## config.mk

```make
export PLATFORM = sky130hd
export DESIGN_NAME = lsu_unit
export DESIGN_NICKNAME = d
export VERILOG_FILES = /design/src/rtl/lsu_pkg.sv /design/src/rtl/lsu_decode.sv /design/src/rtl/lsu_store_lane.sv /design/src/rtl/lsu_load_align.sv /design/src/rtl/lsu_unit.sv
export SDC_FILE = /design/constraint.sdc
export NUM_CORES = 1
export LEC_CHECK = 0
export ABC_AREA = 1
export BUFFER_PORTS_ARGS = -buffer_cell sky130_fd_sc_hd__buf_2
export CORE_AREA = 2 2 101 103
export CTS_CLUSTER_DIAMETER = 30
export CTS_CLUSTER_SIZE = 14
export DETAILED_ROUTE_END_ITERATION = 7
export DIE_AREA = 0 0 103 105
export GPL_TIMING_DRIVEN = 0
export PLACE_DENSITY_LB_ADDON = 0.12
export SLEW_MARGIN = 20
export SYNTH_ARGS = -nofsm -noshare
export SYNTH_HDL_FRONTEND = slang
export SYNTH_HIERARCHICAL = 1
export SYNTH_SLANG_ARGS = --single-unit
export TNS_END_PERCENT = 50
```

## constraint.sdc

```tcl
create_clock -name clk -period 4.7 [get_ports clk]
set_input_delay 0 -clock clk [delete_from_list [all_inputs] [get_ports clk]]
set_output_delay 0 -clock clk [all_outputs]
set_load 0.01 [all_outputs]
```

## src/rtl/lsu_pkg.sv

```systemverilog
package lsu_pkg;

    localparam logic [6:0] OPC_LOAD  = 7'b0000011;
    localparam logic [6:0] OPC_STORE = 7'b0100011;

    typedef enum logic [1:0] {
        SZ_BYTE = 2'd0,
        SZ_HALF = 2'd1,
        SZ_WORD = 2'd2
    } acc_size_t;

    typedef enum logic {
        ST_IDLE = 1'b0,
        ST_RESP = 1'b1
    } lsu_state_t;

endpackage

```

## src/rtl/lsu_decode.sv

```systemverilog
module lsu_decode
    import lsu_pkg::*;
#(
    parameter int XLEN  = 32,
    parameter int IMM_W = 12
) (
    input  logic             valid,
    input  logic [6:0]       opcode,
    input  logic [2:0]       func,
    input  logic [6:0]       imm_hi,
    input  logic [4:0]       imm_lo_load,
    input  logic [4:0]       imm_lo_store,
    output logic             do_load,
    output logic             do_store,
    output logic             bad_func,
    output acc_size_t        size,
    output logic             zero_ext,
    output logic [XLEN-1:0]  offset
);
    localparam int EXT_W = XLEN - IMM_W;

    logic             is_ld_op;
    logic             is_st_op;
    logic             func_ok;
    logic [IMM_W-1:0] imm_raw;

    assign is_ld_op = valid && (opcode == OPC_LOAD);
    assign is_st_op = valid && (opcode == OPC_STORE);

    always_comb begin
        func_ok  = 1'b0;
        size     = SZ_BYTE;
        zero_ext = 1'b0;
        if (is_ld_op) begin
            unique case (func)
                3'b000:  begin func_ok = 1'b1; size = SZ_BYTE; end
                3'b001:  begin func_ok = 1'b1; size = SZ_HALF; end
                3'b010:  begin func_ok = 1'b1; size = SZ_WORD; end
                3'b100:  begin func_ok = 1'b1; size = SZ_BYTE; zero_ext = 1'b1; end
                3'b101:  begin func_ok = 1'b1; size = SZ_HALF; zero_ext = 1'b1; end
                default: func_ok = 1'b0;
            endcase
        end else if (is_st_op) begin
            unique case (func)
                3'b000:  begin func_ok = 1'b1; size = SZ_BYTE; end
                3'b001:  begin func_ok = 1'b1; size = SZ_HALF; end
                3'b010:  begin func_ok = 1'b1; size = SZ_WORD; end
                default: func_ok = 1'b0;
            endcase
        end
    end

    assign do_load  = is_ld_op && func_ok;
    assign do_store = is_st_op && func_ok;
    assign bad_func = (is_ld_op || is_st_op) && !func_ok;

    // The low five offset bits sit in different instruction fields per kind.
    assign imm_raw = is_st_op ? {imm_hi, imm_lo_store} : {imm_hi, imm_lo_load};
    assign offset  = {{EXT_W{imm_raw[IMM_W-1]}}, imm_raw};

endmodule

```

## src/rtl/lsu_store_lane.sv

```systemverilog
module lsu_store_lane
    import lsu_pkg::*;
#(
    parameter int XLEN = 32
) (
    input  acc_size_t          size,
    input  logic [$clog2(XLEN/8)-1:0] lane_off,
    input  logic [XLEN-1:0]    data_in,
    output logic [XLEN/8-1:0]  strb,
    output logic [XLEN-1:0]    wdata
);
    localparam int LANES = XLEN / 8;
    localparam int OFF_W = $clog2(LANES);

    for (genvar g = 0; g < LANES; g++) begin : g_lane
        localparam int HALF_SEL = g % 2;
        localparam logic [OFF_W-1:0] LANE_ID = OFF_W'(g);

        always_comb begin
            unique case (size)
                SZ_BYTE: begin
                    strb[g]          = (lane_off == LANE_ID);
                    wdata[g*8 +: 8]  = data_in[7:0];
                end
                SZ_HALF: begin
                    strb[g]          = (lane_off[OFF_W-1:1] == LANE_ID[OFF_W-1:1]);
                    wdata[g*8 +: 8]  = data_in[HALF_SEL*8 +: 8];
                end
                default: begin
                    strb[g]          = 1'b1;
                    wdata[g*8 +: 8]  = data_in[g*8 +: 8];
                end
            endcase
        end
    end

endmodule

```

## src/rtl/lsu_load_align.sv

```systemverilog
module lsu_load_align
    import lsu_pkg::*;
#(
    parameter int XLEN = 32
) (
    input  acc_size_t          size,
    input  logic               zero_ext,
    input  logic [$clog2(XLEN/8)-1:0] lane_off,
    input  logic [XLEN-1:0]    rdata,
    output logic [XLEN-1:0]    result
);
    localparam int OFF_W = $clog2(XLEN / 8);

    logic [XLEN-1:0] shifted;
    logic            fill;

    assign shifted = rdata >> {lane_off, 3'b000};

    always_comb begin
        unique case (size)
            SZ_BYTE: begin
                fill   = !zero_ext && shifted[7];
                result = {{(XLEN-8){fill}}, shifted[7:0]};
            end
            SZ_HALF: begin
                fill   = !zero_ext && shifted[15];
                result = {{(XLEN-16){fill}}, shifted[15:0]};
            end
            default: begin
                fill   = 1'b0;
                result = rdata;
            end
        endcase
    end

    logic unused_off;
    assign unused_off = (OFF_W == 0);

endmodule

```

## src/rtl/lsu_unit.sv

```systemverilog
module lsu_unit
    import lsu_pkg::*;
#(
    parameter int XLEN  = 32,
    parameter int IMM_W = 12,
    parameter int REG_W = 5
) (
    input  logic              clk,
    input  logic              rst_n,
    input  logic              in_valid,
    input  logic [31:0]       in_instr,
    input  logic [XLEN-1:0]   in_base,
    input  logic [XLEN-1:0]   in_store,
    output logic              mem_en,
    output logic              mem_we,
    output logic [XLEN/8-1:0] mem_strb,
    output logic [XLEN-1:0]   mem_addr,
    output logic [XLEN-1:0]   mem_wdata,
    input  logic [XLEN-1:0]   mem_rdata,
    output logic              misaligned,
    output logic              illegal,
    output logic              rd_we,
    output logic [REG_W-1:0]  rd_idx,
    output logic [XLEN-1:0]   rd_data
);
    localparam int LANES = XLEN / 8;
    localparam int OFF_W = $clog2(LANES);

    logic            do_load;
    logic            do_store;
    logic            bad_func;
    acc_size_t       size;
    logic            zero_ext;
    logic [XLEN-1:0] offset;
    logic [XLEN-1:0] eff_addr;
    logic            mis_hit;
    logic            issue_ld;
    logic [XLEN-1:0] aligned;

    lsu_state_t      state_q;
    lsu_state_t      state_d;
    acc_size_t       cap_size_q;
    logic            cap_zext_q;
    logic [OFF_W-1:0] cap_off_q;
    logic [REG_W-1:0] cap_rd_q;

    lsu_decode #(.XLEN(XLEN), .IMM_W(IMM_W)) u_dec (
        .valid        (in_valid),
        .opcode       (in_instr[6:0]),
        .func         (in_instr[14:12]),
        .imm_hi       (in_instr[31:25]),
        .imm_lo_load  (in_instr[24:20]),
        .imm_lo_store (in_instr[11:7]),
        .do_load      (do_load),
        .do_store     (do_store),
        .bad_func     (bad_func),
        .size         (size),
        .zero_ext     (zero_ext),
        .offset       (offset)
    );

    assign eff_addr = in_base + offset;

    always_comb begin
        unique case (size)
            SZ_HALF: mis_hit = eff_addr[0];
            SZ_WORD: mis_hit = (eff_addr[OFF_W-1:0] != '0);
            default: mis_hit = 1'b0;
        endcase
    end

    assign misaligned = (do_load || do_store) && mis_hit;
    assign illegal    = bad_func;
    assign mem_en     = (do_load || do_store) && !mis_hit;
    assign mem_we     = do_store && !mis_hit;
    assign mem_addr   = eff_addr;
    assign issue_ld   = do_load && !mis_hit;

    logic [LANES-1:0] lane_strb;
    lsu_store_lane #(.XLEN(XLEN)) u_st (
        .size     (size),
        .lane_off (eff_addr[OFF_W-1:0]),
        .data_in  (in_store),
        .strb     (lane_strb),
        .wdata    (mem_wdata)
    );
    assign mem_strb = mem_we ? lane_strb : '0;

    // Next-state selection: T_ISSUE / T_DRAIN / T_HOLD.
    always_comb begin
        unique case (state_q)
            ST_IDLE: state_d = issue_ld ? ST_RESP : ST_IDLE;
            ST_RESP: state_d = issue_ld ? ST_RESP : ST_IDLE;
            default: state_d = ST_IDLE;
        endcase
    end

    always_ff @(posedge clk) begin
        if (!rst_n) begin
            state_q <= ST_IDLE;
        end else begin
            state_q <= state_d;
        end
    end

    always_ff @(posedge clk) begin
        if (!rst_n) begin
            cap_size_q <= SZ_BYTE;
            cap_zext_q <= 1'b0;
            cap_off_q  <= '0;
            cap_rd_q   <= '0;
        end else if (issue_ld) begin
            cap_size_q <= size;
            cap_zext_q <= zero_ext;
            cap_off_q  <= eff_addr[OFF_W-1:0];
            cap_rd_q   <= in_instr[11:7];
        end
    end

    lsu_load_align #(.XLEN(XLEN)) u_ld (
        .size     (cap_size_q),
        .zero_ext (cap_zext_q),
        .lane_off (cap_off_q),
        .rdata    (mem_rdata),
        .result   (aligned)
    );

    always_comb begin
        rd_we   = 1'b0;
        rd_idx  = '0;
        rd_data = '0;
        unique case (state_q)
            ST_RESP: begin
                rd_we   = 1'b1;
                rd_idx  = cap_rd_q;
                rd_data = aligned;
            end
            default: ;
        endcase
    end

    // every read request is followed by a write-back
    a_r5_load_writes_back: assert property (@(posedge clk) disable iff (!rst_n)
        (mem_en && !mem_we) |=> rd_we);

    // no write-back without a read request one cycle earlier
    a_r5_no_stray_wb: assert property (@(posedge clk) disable iff (!rst_n)
        !(mem_en && !mem_we) |=> !rd_we);

    // a misaligned access never reaches memory
    a_r6_misalign_blocks: assert property (@(posedge clk) disable iff (!rst_n)
        misaligned |-> !mem_en);

    // an unknown function code makes no request and no misalign flag
    a_r7_illegal_blocks: assert property (@(posedge clk) disable iff (!rst_n)
        illegal |-> (!mem_en && !misaligned));

    // write strobes cover one, two or four lanes on a write
    a_r2_strobe_shape: assert property (@(posedge clk) disable iff (!rst_n)
        (mem_en && mem_we) |-> ($countones(mem_strb) == 1 ||
                                $countones(mem_strb) == 2 ||
                                $countones(mem_strb) == 4));

endmodule

```

# Word-level counts from Yosys, hierarchy flattened
# Cells that the tools add are included.
# word_totals
inputBits	131
regBits	11
word_cells	71
# op_classes
eq_ne	12
n_reduce_logical	26
n_mux	25
add_sub_neg	1
shift	1
bitwise_logic	1
# op_table
op	n
one-hot mux 32 bit (2 select lines)	1
adder 32 bit	1
2-to-1 mux 32 bit	1
right shift 32 x 5 -> 16 bit	1
2-to-1 mux 8 bit	2
one-hot mux 8 bit (2 select lines)	1
logical AND 1 bit	11
2-to-1 mux 5 bit	2
one-hot mux 1 bit (2 select lines)	5
2-to-1 mux 1 bit	8
one-hot mux 2 bit (2 select lines)	2
equality test 7 x 2 -> 1 bit, second input constant	1
equality test 7 x 6 -> 1 bit, second input constant	1
equality test 2 x 1 -> 1 bit, second input constant	3
equality test 2 bit, second input constant	3
equality test 3 bit, second input constant	2
zero test 2 bit	3
OR reduction 2 bit	3
OR reduction 5 bit	1
2-to-1 mux 2 bit	2
2-to-1 mux 4 bit	1
equality test 3 x 1 -> 1 bit, second input constant	1
equality test 3 x 2 -> 1 bit, second input constant	1
zero test 1 bit	3
other kinds (5)	6

# Depth between registers and ports, before layout
# logic_depth
ltp_word	9
mapped_depth	19
mapped_depth_nobuf	19

# Cells and area by module
# The synthesis kept the hierarchy.
# by_module_without_submodules
module	cells_each	seq_area_each_um2	area_per_inst_um2	n_inst
lsu_unit	637	220.2	3118.0	1
lsu_load_align	174	0.0	843.3	1
lsu_store_lane	98	0.0	559.3	1
lsu_decode	79	0.0	440.4	1

# Worst setup path before layout
# Ideal clock, no wire load.
# synth_timing
path_kind	input-to-reg
start	input in_instr[2]
end	register cap_off_q[1]
setup_time_ps	70
n_path_buf	1
arrival_ps	1954
required_time_ps	4630
path_slack_ps	2676
path_stages	14
path_cell_list	inv_1 nand2_2 nor2_4 nand2_4 nand2_1 nand2_1 ha_1 fa_1 o21bai_1 or2_1 nand2_1 buf_4 nand2_1 a21oi_1
# synth_via
elab_chain_cells	8
# synth_lines
element	line_no	rtl
start, declared	lsu_unit.sv:11	input logic [31:0] in_instr,
equality test 7 x 6 -> 1 bit (*)	lsu_decode.sv:28	assign is_st_op = valid && (opcode == OPC_STORE);
logical AND 1 bit (*)	lsu_decode.sv:28	
2-to-1 mux 5 bit (*)	lsu_decode.sv:58	assign imm_raw = is_st_op ? {imm_hi, imm_lo_store} : {imm_hi, imm_lo_load};
net offset[0]	lsu_unit.sv:34	logic [XLEN-1:0] offset;
adder 32 bit (*)	lsu_unit.sv:62	assign eff_addr = in_base + offset;
net mem_addr[1]	lsu_unit.sv:17	output logic [XLEN-1:0] mem_addr,
nonzero test 2 bit	lsu_unit.sv:67	SZ_WORD: mis_hit = (eff_addr[OFF_W-1:0] != '0);
one-hot mux 1 bit (2 select lines)	lsu_unit.sv:65	unique case (size)
zero test 1 bit	lsu_unit.sv:77	assign issue_ld = do_load && !mis_hit;
logical AND 1 bit	lsu_unit.sv:77	
end signal, assigned	lsu_unit.sv:115	cap_off_q <= eff_addr[OFF_W-1:0];
end, declared	lsu_unit.sv:44	logic [OFF_W-1:0] cap_off_q;
# The timed path passes the listed nets; every way through them passes the cells marked *.
# A chain may end at the register's enable or synchronous reset.

# Final worst setup path
# layout_timing
start	input in_instr[2]
end	output mem_en
# layout_via
elab_chain_cells	8
# layout_lines
element	line_no	rtl
equality test 7 x 6 -> 1 bit (*)	lsu_decode.sv:28	
logical AND 1 bit (*)	lsu_decode.sv:28	
2-to-1 mux 5 bit (*)	lsu_decode.sv:58	
net offset[0]	lsu_unit.sv:34	
adder 32 bit (*)	lsu_unit.sv:62	
nonzero test 2 bit	lsu_unit.sv:67	
one-hot mux 1 bit (2 select lines) (*)	lsu_unit.sv:65	
zero test 1 bit (*)	lsu_unit.sv:74	assign mem_en = (do_load || do_store) && !mis_hit;
logical AND 1 bit (*)	lsu_unit.sv:74	
end, declared	lsu_unit.sv:14	output logic mem_en,
# Marked as above.

==> impl_summary.log <==
[metrics] result of the run: completed
[metrics] crit-path most repeated cell: nand2_1
[metrics] portion of the post-synthesis area used by sequential elements: about 4.4%
[metrics] highest-delay cell along the critical path: fa_1
[metrics] startpoint of the worst hold path: rst_n
[metrics] startpoint of the worst-slack reg-to-reg timing path: cap_size_q[0]$_SDFFE_PN0P_
[metrics] total CTS buffers: 3
[metrics] share of cells above drive strength 1: between 20% and 30%
[metrics] slack of the worst reg-to-reg path: between 4 and 5 ns
[metrics] Core ar.: about 0.0096 sq mm
[metrics] Placed Instances: 1349
[metrics] Filler Cell Count: slightly above 1000
[metrics] data required time at the worst endpoint: around 4.7 ns
[metrics] routed wire length: 14400 microns
[metrics] highest fanout seen on the critical path: 10
[metrics] transition time at the pin with the least slew margin: slightly below 0.5 ns
[metrics] CTS tree: yes
[metrics] max-slew violation count: 0
[metrics] largest net degree at the start of global routing: 22
[metrics] final antenna-violating net count: 0
[metrics] die width: a little over 100 microns
[metrics] PnR Total Power: between 0.0007 and 0.0008 W
[metrics] number of antenna violations at the first check in global routing: 0
[metrics] count of cells resized by post-cts repair: 0
[metrics] Vias/cell: around 4.7
[metrics] number of cells on the worst hold path: 3
[metrics] Top-Level Pins: about 240
[metrics] overall overflow remaining after global route: 0
[metrics] DRC: 0
[metrics] standby leakage power: between 4 and 5 nW
[metrics] Layout Cell Area excl Fill: 0.00631 sq mm
[metrics] number of distinct library cells after synthesis: 34
[metrics] reg-to-reg critical path endpoint: cap_size_q[0]$_SDFFE_PN0P_
[metrics] Final Critical Period: ~2.3 ns
[metrics] area post-placement: about 0.0063 sq mm
[metrics] number of buffers added on ports: between 200 and 250
[metrics] setup TNS: 0 ns
[metrics] Initial DRC Count: between 200 and 250
[metrics] total of max-cap violations: 0
[metrics] relative slew slack: 67.6%
[metrics] number of cells on the worst reg-to-reg path: 2
[metrics] routed wire length per instance: between 10 and 15 microns
[metrics] Data arrival, critical path: 2.28 ns
[metrics] clock tree skew after final layout: 0 ns
[metrics] TritonRoute pass-1 iters: 5
[metrics] diodes inserted: 0
[metrics] number of buffers inserted by post-CTS setup repair: 0
[metrics] worst setup path class: in -> out
[metrics] Finished Layout Cells: around 1400
[metrics] placed wire-length estimate after detailed placement: around 12000 microns
[metrics] total area of sequential cells: 220 sq um
[metrics] global routing usage summed across all routing layers: between 20% and 30%
[metrics] Crit. End Element: primary output
[metrics] Hold Path Class: in -> reg
[metrics] die outline height: approximately 110 microns
[metrics] Fmax: approximately 440 MHz
[metrics] cell chosen for the clock root: clkbuf_8
[metrics] cells traversed along the worst timing path: buf_2 > inv_1 > nand2_2 > nor2_4 > nand2_4 > nand2_1 > nand2_1 > ha_1 > fa_1 > o21bai_1 > or2_1 > nand2_1 > buf_4 > nand2_1 > buf_2
[metrics] Site Rows: 36
[metrics] wire length of the first global-routing pass: about 24000 microns
[metrics] final number of hold-violating endpoints: 0
[metrics] portion of the clock cycle consumed by the worst path in the final layout: around half
[metrics] Layout Area Growth over Synthesis: 27.3%
[metrics] net count of the mapped netlist: 1153
[metrics] flop and latch count out of synthesis: 11
[metrics] post-synthesis instance area: about 0.0050 sq mm
[metrics] routability-driven placement congestion ratio: ~0.93
[metrics] worst voltage drop across the vdd grid: 0.0000915 V
[metrics] Synth Instances: roughly 990
[metrics] number of setup violations in the final report: 0
[metrics] clock input transition at the sequential cells of the worst setup and hold paths: 0.05 ns
[metrics] area used by multi-input combinational logic: around 0.0036 sq mm
[metrics] number of warnings issued by yosys: 6
[metrics] via count of the first global-routing pass: 5517
[metrics] Worst Hold Endpoint: cap_off_q[0]$_SDFFE_PN0P_
[metrics] number of buffers on the longest clock path: 2
[metrics] number of buffers inserted for hold repair after clock tree synthesis: 0
[metrics] most frequent cells in the layout: 413 x nand2_1, 236 x buf_2, 171 x inv_1
[metrics] total clock sinks: 11
[metrics] final-stage net count: roughly 1400
[metrics] power per cell area: about 110 mW/mm^2
[metrics] vias after detailed routing: around 6300
[metrics] kind of start point of the critical path: primary input
[metrics] starting utilization of the core area: around half
[metrics] RSZ-0062 raised after global routing: no
[metrics] clock latency at the later pin of the worst-skew pair: 0.24 ns
[metrics] H-tree lvl count: 1
[metrics] leading cell type in the layout, fill and taps excluded: nand2_1
[metrics] average cell area after synthesis: 5.02 sq um
[metrics] Slowest Stage Delay on Critical Path: a little over 0.6 ns
[metrics] Die Footprint: 0.0108 sq mm
## worst max-delay path, delay by kind of cell
kind,cells,cell delay [ns]
AO/OA/AOI/OAI,1,0.08
buffers and inverters,4,0.47
adder cells (fa/ha/maj),2,0.88
AND/OR/NAND/NOR,8,0.85
## power breakdown
group          switching, W  internal (W)
logic              0.000311      0.000219
registers      0.0000000558     0.0000936
clock network     0.0000349     0.0000595
total              0.000346      0.000372
## flip-flops by register name, indices dropped and copies added (netlist names)
name	cells
cap_size_q	2
cap_rd_q	5
state_q	1
cap_off_q	2
cap_zext_q	1
## routing by layer
metal	routed length, microns	part of all wire [%]	track usage [%]
met3	1020	7.1	3.01
met1	6460	45	35.4
met4	174	1.2	5.26
met2	6720	47	44.3
met5	0	0	0
## per-stage QoR
| stage | hold slack [ns] | worst slack [ns] | utilization, % |
|---|---|---|---|
| after detailed placement | 0.269 | 2.35 | 65.0 |
| after floorplan | 0.0918 | 2.68 | - |
| after CTS | 0.0239 | 2.40 | 65.5 |
| final | 0.0292 | 2.42 | 65.5 |
| after global routing | 0.0254 | 2.13 | 65.5 |
| after global placement | 0.275 | 2.37 | 65.0 |
## Yosys cell counts, drive strengths merged
library cell	n	area share [%]
a21o	1	0.15
a21oi	33	3.3
buf	55	8.6
clkbuf	7	0.55
dfxtp	11	4.4
fa	1	0.40
ha	33	8.3
inv	180	14
nand2	433	34
nand3	90	11
nand4	4	0.50
nor2	73	6.6
nor3	5	0.50
o21ai	42	4.2
o21bai	3	0.45
or2	1	0.13
xnor2	1	0.18
xor2	15	2.6
## worst max-delay path by stage
stage | from | endpoint | slack (ns) | cells after the start
4_1_cts | in_instr[2] | mem_en | 2.40 | 15
5_1_grt | in_instr[4] | mem_addr[28] | 2.13 | 20
3_5_place_dp | in_instr[2] | cap_zext_q$_SDFFE_PN0P_ | 2.35 | 15
3_3_place_gp | in_instr[2] | cap_off_q[1]$_SDFFE_PN0P_ | 2.37 | 15
2_1_floorplan | in_instr[2] | cap_off_q[1]$_SDFFE_PN0P_ | 2.68 | 14
6_report | in_instr[2] | mem_en | 2.42 | 15
## final cells by class
class / instances / share of cell area (%)
sequential: 11 / 3.49
clock buffer: 4 / 0.713
buffer: 62 / 7.15
multi-input combinational: 735 / 57.1
timing repair buffer: 228 / 18.1
inverter: 180 / 10.8
tap: 133 / 2.64
## cell families (layout without fill, tap and decap cells)
logic type	Yosys count	after routing	synth area share [%]
flip-flops	11	11	4.44
adder cells (fa/ha/maj)	34	34	8.73
buffers and inverters	242	474	22.9
AO/OA/AOI/OAI	79	79	8.17
XOR/XNOR	16	16	2.82
AND/OR/NAND/NOR	606	606	53.0
Power figures use the tool's default switching activity.
